File: src/rtl/cstp_pkg.sv
// Shared types for the circular self-test ring.
package cstp_pkg;
    // Operating mode broadcast from the run controller to every cell.
    typedef enum logic [1:0] {
        RING_CAPTURE = 2'd0,  // plain D flip-flop
        RING_SHIFT   = 2'd1,  // XOR data with predecessor
        RING_FREEZE  = 2'd2   // keep state, signature ready
    } ring_mode_e;
endpackage

File: src/rtl/cstp_cell.sv
// One self-test cell: a flip-flop that either captures its data bit,
// folds it with the predecessor's state, or holds.
// Assumes: mode is glitch-free (registered upstream state), sync reset.
module cstp_cell
    import cstp_pkg::*;
#(
    parameter logic SEED_BIT = 1'b0
) (
    input  logic       clk,
    input  logic       rst_n,
    input  ring_mode_e mode,
    input  logic       d,
    input  logic       prev_q,
    output logic       q
);
    // Cell state update per mode.
    always_ff @(posedge clk) begin
        if (!rst_n) begin
            q <= SEED_BIT;
        end else begin
            unique case (mode)
                RING_CAPTURE: q <= d;
                RING_SHIFT:   q <= d ^ prev_q;
                default:      q <= q;
            endcase
        end
    end
endmodule

File: src/rtl/cstp_run_ctrl.sv
// Run controller: counts test clocks while test_en is high and picks the
// ring mode. Assumes run_len stays constant for the duration of a run.
module cstp_run_ctrl
    import cstp_pkg::*;
#(
    parameter int LEN_W = 16
) (
    input  logic             clk,
    input  logic             rst_n,
    input  logic             test_en,
    input  logic [LEN_W-1:0] run_len,
    output ring_mode_e       mode,
    output logic             done
);
    logic [LEN_W-1:0] steps_q;
    logic             reached;

    // Mode decode from enable and progress.
    always_comb begin
        reached = (steps_q == run_len);
        if (!test_en)     mode = RING_CAPTURE;
        else if (reached) mode = RING_FREEZE;
        else              mode = RING_SHIFT;
        done = test_en && reached;
    end

    // Step counter: cleared outside test, advances once per ring update.
    always_ff @(posedge clk) begin
        if (!rst_n || !test_en) begin
            steps_q <= '0;
        end else if (!reached) begin
            steps_q <= steps_q + 1'b1;
        end
    end
endmodule

File: src/rtl/cstp_ring.sv
// Circular self-test path register: N cells closed into a ring
// (polynomial x^N + 1) serving as both stimulus source and compactor.
// Assumes N >= 2 and a reset before every self-test run.
module cstp_ring
    import cstp_pkg::*;
#(
    parameter int         N         = 16,
    parameter int         LEN_W     = 16,
    parameter logic [N-1:0] RESET_VAL = '0
) (
    input  logic             clk,
    input  logic             rst_n,
    input  logic             test_en,
    input  logic [LEN_W-1:0] run_len,
    input  logic [N-1:0]     din,
    output logic [N-1:0]     ring_q,
    output logic             sig_done
);
    ring_mode_e   mode;
    logic [N-1:0] pred;

    cstp_run_ctrl #(.LEN_W(LEN_W)) u_ctrl (
        .clk     (clk),
        .rst_n   (rst_n),
        .test_en (test_en),
        .run_len (run_len),
        .mode    (mode),
        .done    (sig_done)
    );

    for (genvar i = 0; i < N; i++) begin : g_cell
        // Ring link: cell 0 closes the loop from the last cell.
        if (i == 0) begin : g_head
            assign pred[i] = ring_q[N-1];
        end else begin : g_body
            assign pred[i] = ring_q[i-1];
        end

        cstp_cell #(.SEED_BIT(RESET_VAL[i])) u_cell (
            .clk    (clk),
            .rst_n  (rst_n),
            .mode   (mode),
            .d      (din[i]),
            .prev_q (pred[i]),
            .q      (ring_q[i])
        );
    end
endmodule

File: config.mk
export PLATFORM = sky130hd
export DESIGN_NAME = cstp_ring
export DESIGN_NICKNAME = d
export VERILOG_FILES = /design/src/rtl/cstp_pkg.sv /design/src/rtl/cstp_cell.sv /design/src/rtl/cstp_run_ctrl.sv /design/src/rtl/cstp_ring.sv
export SDC_FILE = /design/constraint.sdc
export NUM_CORES = 1
export LEC_CHECK = 0
export ABC_AREA = 0
export BUFFER_PORTS_ARGS = -buffer_cell sky130_fd_sc_hd__buf_2
export CAP_MARGIN = 20
export CORE_ASPECT_RATIO = 0.7
export CORE_MARGIN = 5
export CORE_UTILIZATION = 30
export CTS_CLUSTER_SIZE = 14
export DETAILED_ROUTE_END_ITERATION = 8
export GPL_TIMING_DRIVEN = 0
export PLACE_DENSITY_LB_ADDON = 0.3
export RECOVER_POWER = 50
export SLEW_MARGIN = 20
export SYNTH_ARGS = -nofsm -noshare
export SYNTH_HDL_FRONTEND = slang
export SYNTH_HIERARCHICAL = 1
export SYNTH_SLANG_ARGS = --single-unit
export TNS_END_PERCENT = 20
File: constraint.sdc
create_clock -name clk -period 7.8 [get_ports clk]
set_input_delay 1.56 -clock clk [delete_from_list [all_inputs] [get_ports clk]]
set_output_delay 1.56 -clock clk [all_outputs]
set_load 0.01 [all_outputs]
After elaboration in Yosys (flattened, before gate mapping)
Cells that the tools add are included.

Flip-flop bits (word level): 32. Output and inout bits: 17. Input bits: 35.

Equal/unequal tests: 2. Mux-type cells: 18. $add $sub $neg: 1. Bitwise logic cells: 16. Reduce and logical (&&, ||, !) cells: 6.

Operator list (number): 1-bit case mux with 2 select lines (16); 16-bit by 1-bit adder with 16-bit output, second input constant (1); 16-bit equality test (1); 1-bit bitwise XOR (16); 2-bit 2-to-1 mux (2); 2-bit by 1-bit equality test with 1-bit output, second input constant (1); 1-bit zero test (2); 2-bit zero test (1); 2-bit nonzero test (1); 1-bit logical AND (1); 1-bit logical OR (1).

Logic depth before layout (Yosys ltp)
Depth after elaboration: 5. Gate-level depth with buffers: 10.

Hierarchy
Netlist, hierarchy kept.

By module, submodules not included: cstp_run_ctrl (sequential area each 320.3 um^2, times used 1, area an instance 1012.2 um^2, cells each 118); cstp_cell (sequential area each 20.0 um^2, times used 16, area an instance 52.6 um^2, cells each 5).

Worst setup path after synthesis
OpenSTA, ideal clock, no wires.

Path kind: in2out. From: input port run_len[8]. To: output port sig_done. Arrival time: 2.723 ns. Slack: 3.517 ns. Cell stages on the path: 6. Cells stage by stage: xor2_1 -> nor4_1 -> and4_4 -> buf_6 -> buf_8 -> and2_1.

Cells in the longest elaborated chain, start to end: 2.

Ends and longest elaborated chain: from (decl) (line cstp_ring.sv:14) `input logic [LEN_W-1:0] run_len,`; 16-bit equality test (line cstp_run_ctrl.sv:20) `reached = (steps_q == run_len);`; 1-bit logical AND (line cstp_run_ctrl.sv:24) `done = test_en && reached;`; to (decl) (line cstp_ring.sv:17) `output logic sig_done`.

No other way between the ends.

Final worst setup path
From: input port run_len[13]. To: output port sig_done.

Same word-level chain as after synthesis.

==> results.cfg <==
[sta]
final_count_of_negative_setup_slack_endpoints = 0
layout_worst_path_cycle_share = 0.640
final_max_slew_viol_count = 0
slew_headroom = 0.579
fin_tns_setup_ps = 0
rsz0062_at_grt = false
worstMarginPinSlew_ps = 628
clock.fmax_mhz = 200
period_needed_ps = 4990
hold_viol_final = 0
final.setup_skew_ps = 8.75
fin_hold_ws_ps = 510

[global_route]
grt_antenna_before_repair = 0
total_routing_usage_gr = 0.119
grt-ovfl-total = 0
via_count_of_the_first_global_routing_pass = 1592
grt_max_degree = 49
grt_pass1_wl_mm = 7.67

[yosys]
part_of_the_yosys_area_used_for_sequential_elements = 0.346
synthTopCellsByCount = sky130_fd_sc_hd__dfxtp_1, sky130_fd_sc_hd__inv_1, sky130_fd_sc_hd__xor2_1
number_of_distinct_library_cell_variants_in_the_gate_level_netlist_after_synthesis = 32
synth_top_area_frac = 0.346
post_synthesis_cell_area_mm2 = 0.00185
post-synth-top-count-cell = sky130_fd_sc_hd__dfxtp_1
post_synthesis_cell_count = 198
async_flop_share = 0
synth.ff_latch_count = 32
area_contributors_post_synth = sky130_fd_sc_hd__dfxtp_1, sky130_fd_sc_hd__o2111a_1, sky130_fd_sc_hd__xor2_1
synth_ff_type = sky130_fd_sc_hd__dfxtp_1
postSynthAreaPerCell_um2 = 9.36
ys.warnings.count = 6
synth_top_area_cell = sky130_fd_sc_hd__dfxtp_1
syn-num-nets = 234
synth-edff-count = 0

[placement]
finalWeightedCongestion = 0.762
place.detailed.hpwl_mm = 3.48
port-buffer-count = 51

[detailed_routing]
count_of_tritonroute_iterations_in_the_first_routing_pass = 4
ant_nets = 0
dr_total_vias = 1790
drt_iter0_drc = 95
drcViolationCount = 0
avgViaCountPerCell = 5.33
detail_route.wirelength_mm = 4.79
post_drt_wl_per_cell_um = 14.2

[clock_network]
cts.repair.resized = 0
post_cts.repair.setup_buffers = 0
cts.clk_slew.worst_paths_ps = 70
cts-root-to-sink-buffers = 2
tritoncts = done
worstSkewPairLatency_ps = 280
clock-root-buffer = sky130_fd_sc_hd__clkbuf_8
cts_hold_buffers = 0
htree_levels = 2
cts_sinks = 32
cts_made_buffers = 5

[die]
die_extent_in_x_um = 104
floorplan.core_area_mm2 = 0.00613
die_h_um = 75.8
die-area_mm2 = 0.00787
design.portCount = 52
starting_utilization_of_the_core_area = 0.302
placement_rows = 24

[worst_setup_path]
crit_fanout = 10
worstSetupStartpointType = primary input
timing.critical_path.to_type = output pin
required_ps = 6240
worst-setup-path-type = primary input to output pin
cp_data_arrival_time_ps = 3430

[hold_path]
holdCritPathClass = flop to flop

[layout]
fillers = 674
finish.utilization = 0.373
syn2layout_area_growth_pct = 23.3
antennaDiodeCount = 0
post_route_cells_drive_above_1_share = 0.194
net_count_reported_at_finish = 293

[pwr]
total_power_uw = 349
cell_internal_pwr_uw = 261
combPwrFrac = 0.118
peakVddDrop_mv = 0.0669
total_switching_power_uw = 87.8
clock_power_share = 0.375
power.share.switching = 0.252
leakagePower_uw = 0.000860
power_share_of_the_sequential_group = 0.507
power-per-cell-area_mw_per_mm2 = 153

[run_status]
status = completed

[run]
drv.max_cap_violation_count = 0
registers in the layout (all words and copies together), names as in the netlist:
name / flops
u_ctrl/steps_q: 16
g_cell.u_cell/q: 16
final cells by class:
class	instances	area [um2]	share of cell area
multi-input combinational	141	1070	0.470
sequential	32	641	0.280
timing repair buffer	52	249	0.109
tap	78	97.6	0.0427
clock buffer	6	82.6	0.0361
inverter	18	67.6	0.0296
buffer	7	63.8	0.0279
clock inverter	2	10.0	0.00438
worst max-delay path, stage by stage:
cell and delay (ps):
sky130_fd_sc_hd__buf_2 100, sky130_fd_sc_hd__xor2_1 140, sky130_fd_sc_hd__nor4_1 380, sky130_fd_sc_hd__and4_1 330, sky130_fd_sc_hd__clkbuf_1 420, sky130_fd_sc_hd__buf_8 210
sky130_fd_sc_hd__and2_1 140, sky130_fd_sc_hd__buf_2 140
routing by layer:
metal | global-route usage | part of all wire | vias to the layer above | routed length, um
met5 | 0 | 0 | - | 0
met1 | 0.165 | 0.49 | 863 | 2360
li1 | - | - | 900 | -
met4 | 0.0302 | 0.0090 | 0 | 43
met2 | 0.189 | 0.47 | 23 | 2250
met3 | 0.0288 | 0.026 | 4 | 123
cells by family after synthesis:
logic type,Yosys count,share of synthesized area
AO/OA/AOI/OAI,60,0.259
XOR/XNOR,17,0.0803
AND/OR/NAND/NOR,62,0.228
multiplexers,1,0.00540
buffers and inverters,25,0.0749
flip-flops,32,0.346
adder cells (fa/ha/maj),1,0.00675
power by group through the flow:
stage / combinational, uW / clock (uW) / sequential, uW
6_report: 41.2 / 131 / 177
5_1_grt: 45.8 / 146 / 178
4_1_cts: 43.2 / 136 / 177
3_5_place_dp: 43.0 / 0 / 180
3_3_place_gp: 41.5 / 0 / 180
2_1_floorplan: 18.5 / 0 / 182
through the flow:
step / std cells / worst slack [ps] / instance area [um2]
CTS: 336 / 3110 / 2320
detailed placement: 328 / 3110 / 2220
global placement: 327 / 3130 / 2210
finish: 336 / 2810 / 2280
global route: 336 / 2680 / 2280
floorplan: 198 / 3520 / 1850
cells in the final DEF, fill, tap and decap left out, drive strengths merged:
| cell | instances |
|---|---|
| a211o | 16 |
| a21oi | 13 |
| a41oi | 1 |
| and2 | 2 |
| and3 | 3 |
| and4 | 3 |
| buf | 40 |
| clkbuf | 25 |
| clkinv | 2 |
| dfxtp | 32 |
| ha | 1 |
| inv | 18 |
| mux2i | 1 |
| nand2 | 5 |
| nand3 | 7 |
| nand4 | 4 |
| nand4b | 16 |
| nor2 | 2 |
| nor2b | 1 |
| nor4 | 4 |
| o2111a | 16 |
| o211ai | 1 |
| o21ai | 8 |
| o31ai | 4 |
| o41ai | 1 |
| or3 | 9 |
| or4 | 5 |
| or4b | 1 |
| xor2 | 17 |
worst paths after layout:
| kind | start | end | slack [ps] | cells past startpoint |
|---|---|---|---|---|
| max | run_len[13] | sig_done | 2810 | 8 |
| min | u_ctrl/steps_q[15] | u_ctrl/steps_q[15] | 510 | 2 |
| max reg2reg | u_ctrl/steps_q[5] | g_cell[13].u_cell/q | 4940 | 10 |
| min reg2reg | u_ctrl/steps_q[15] | u_ctrl/steps_q[15] | 510 | 2 |
No activity file was read; power rests on OpenSTA's default activity.
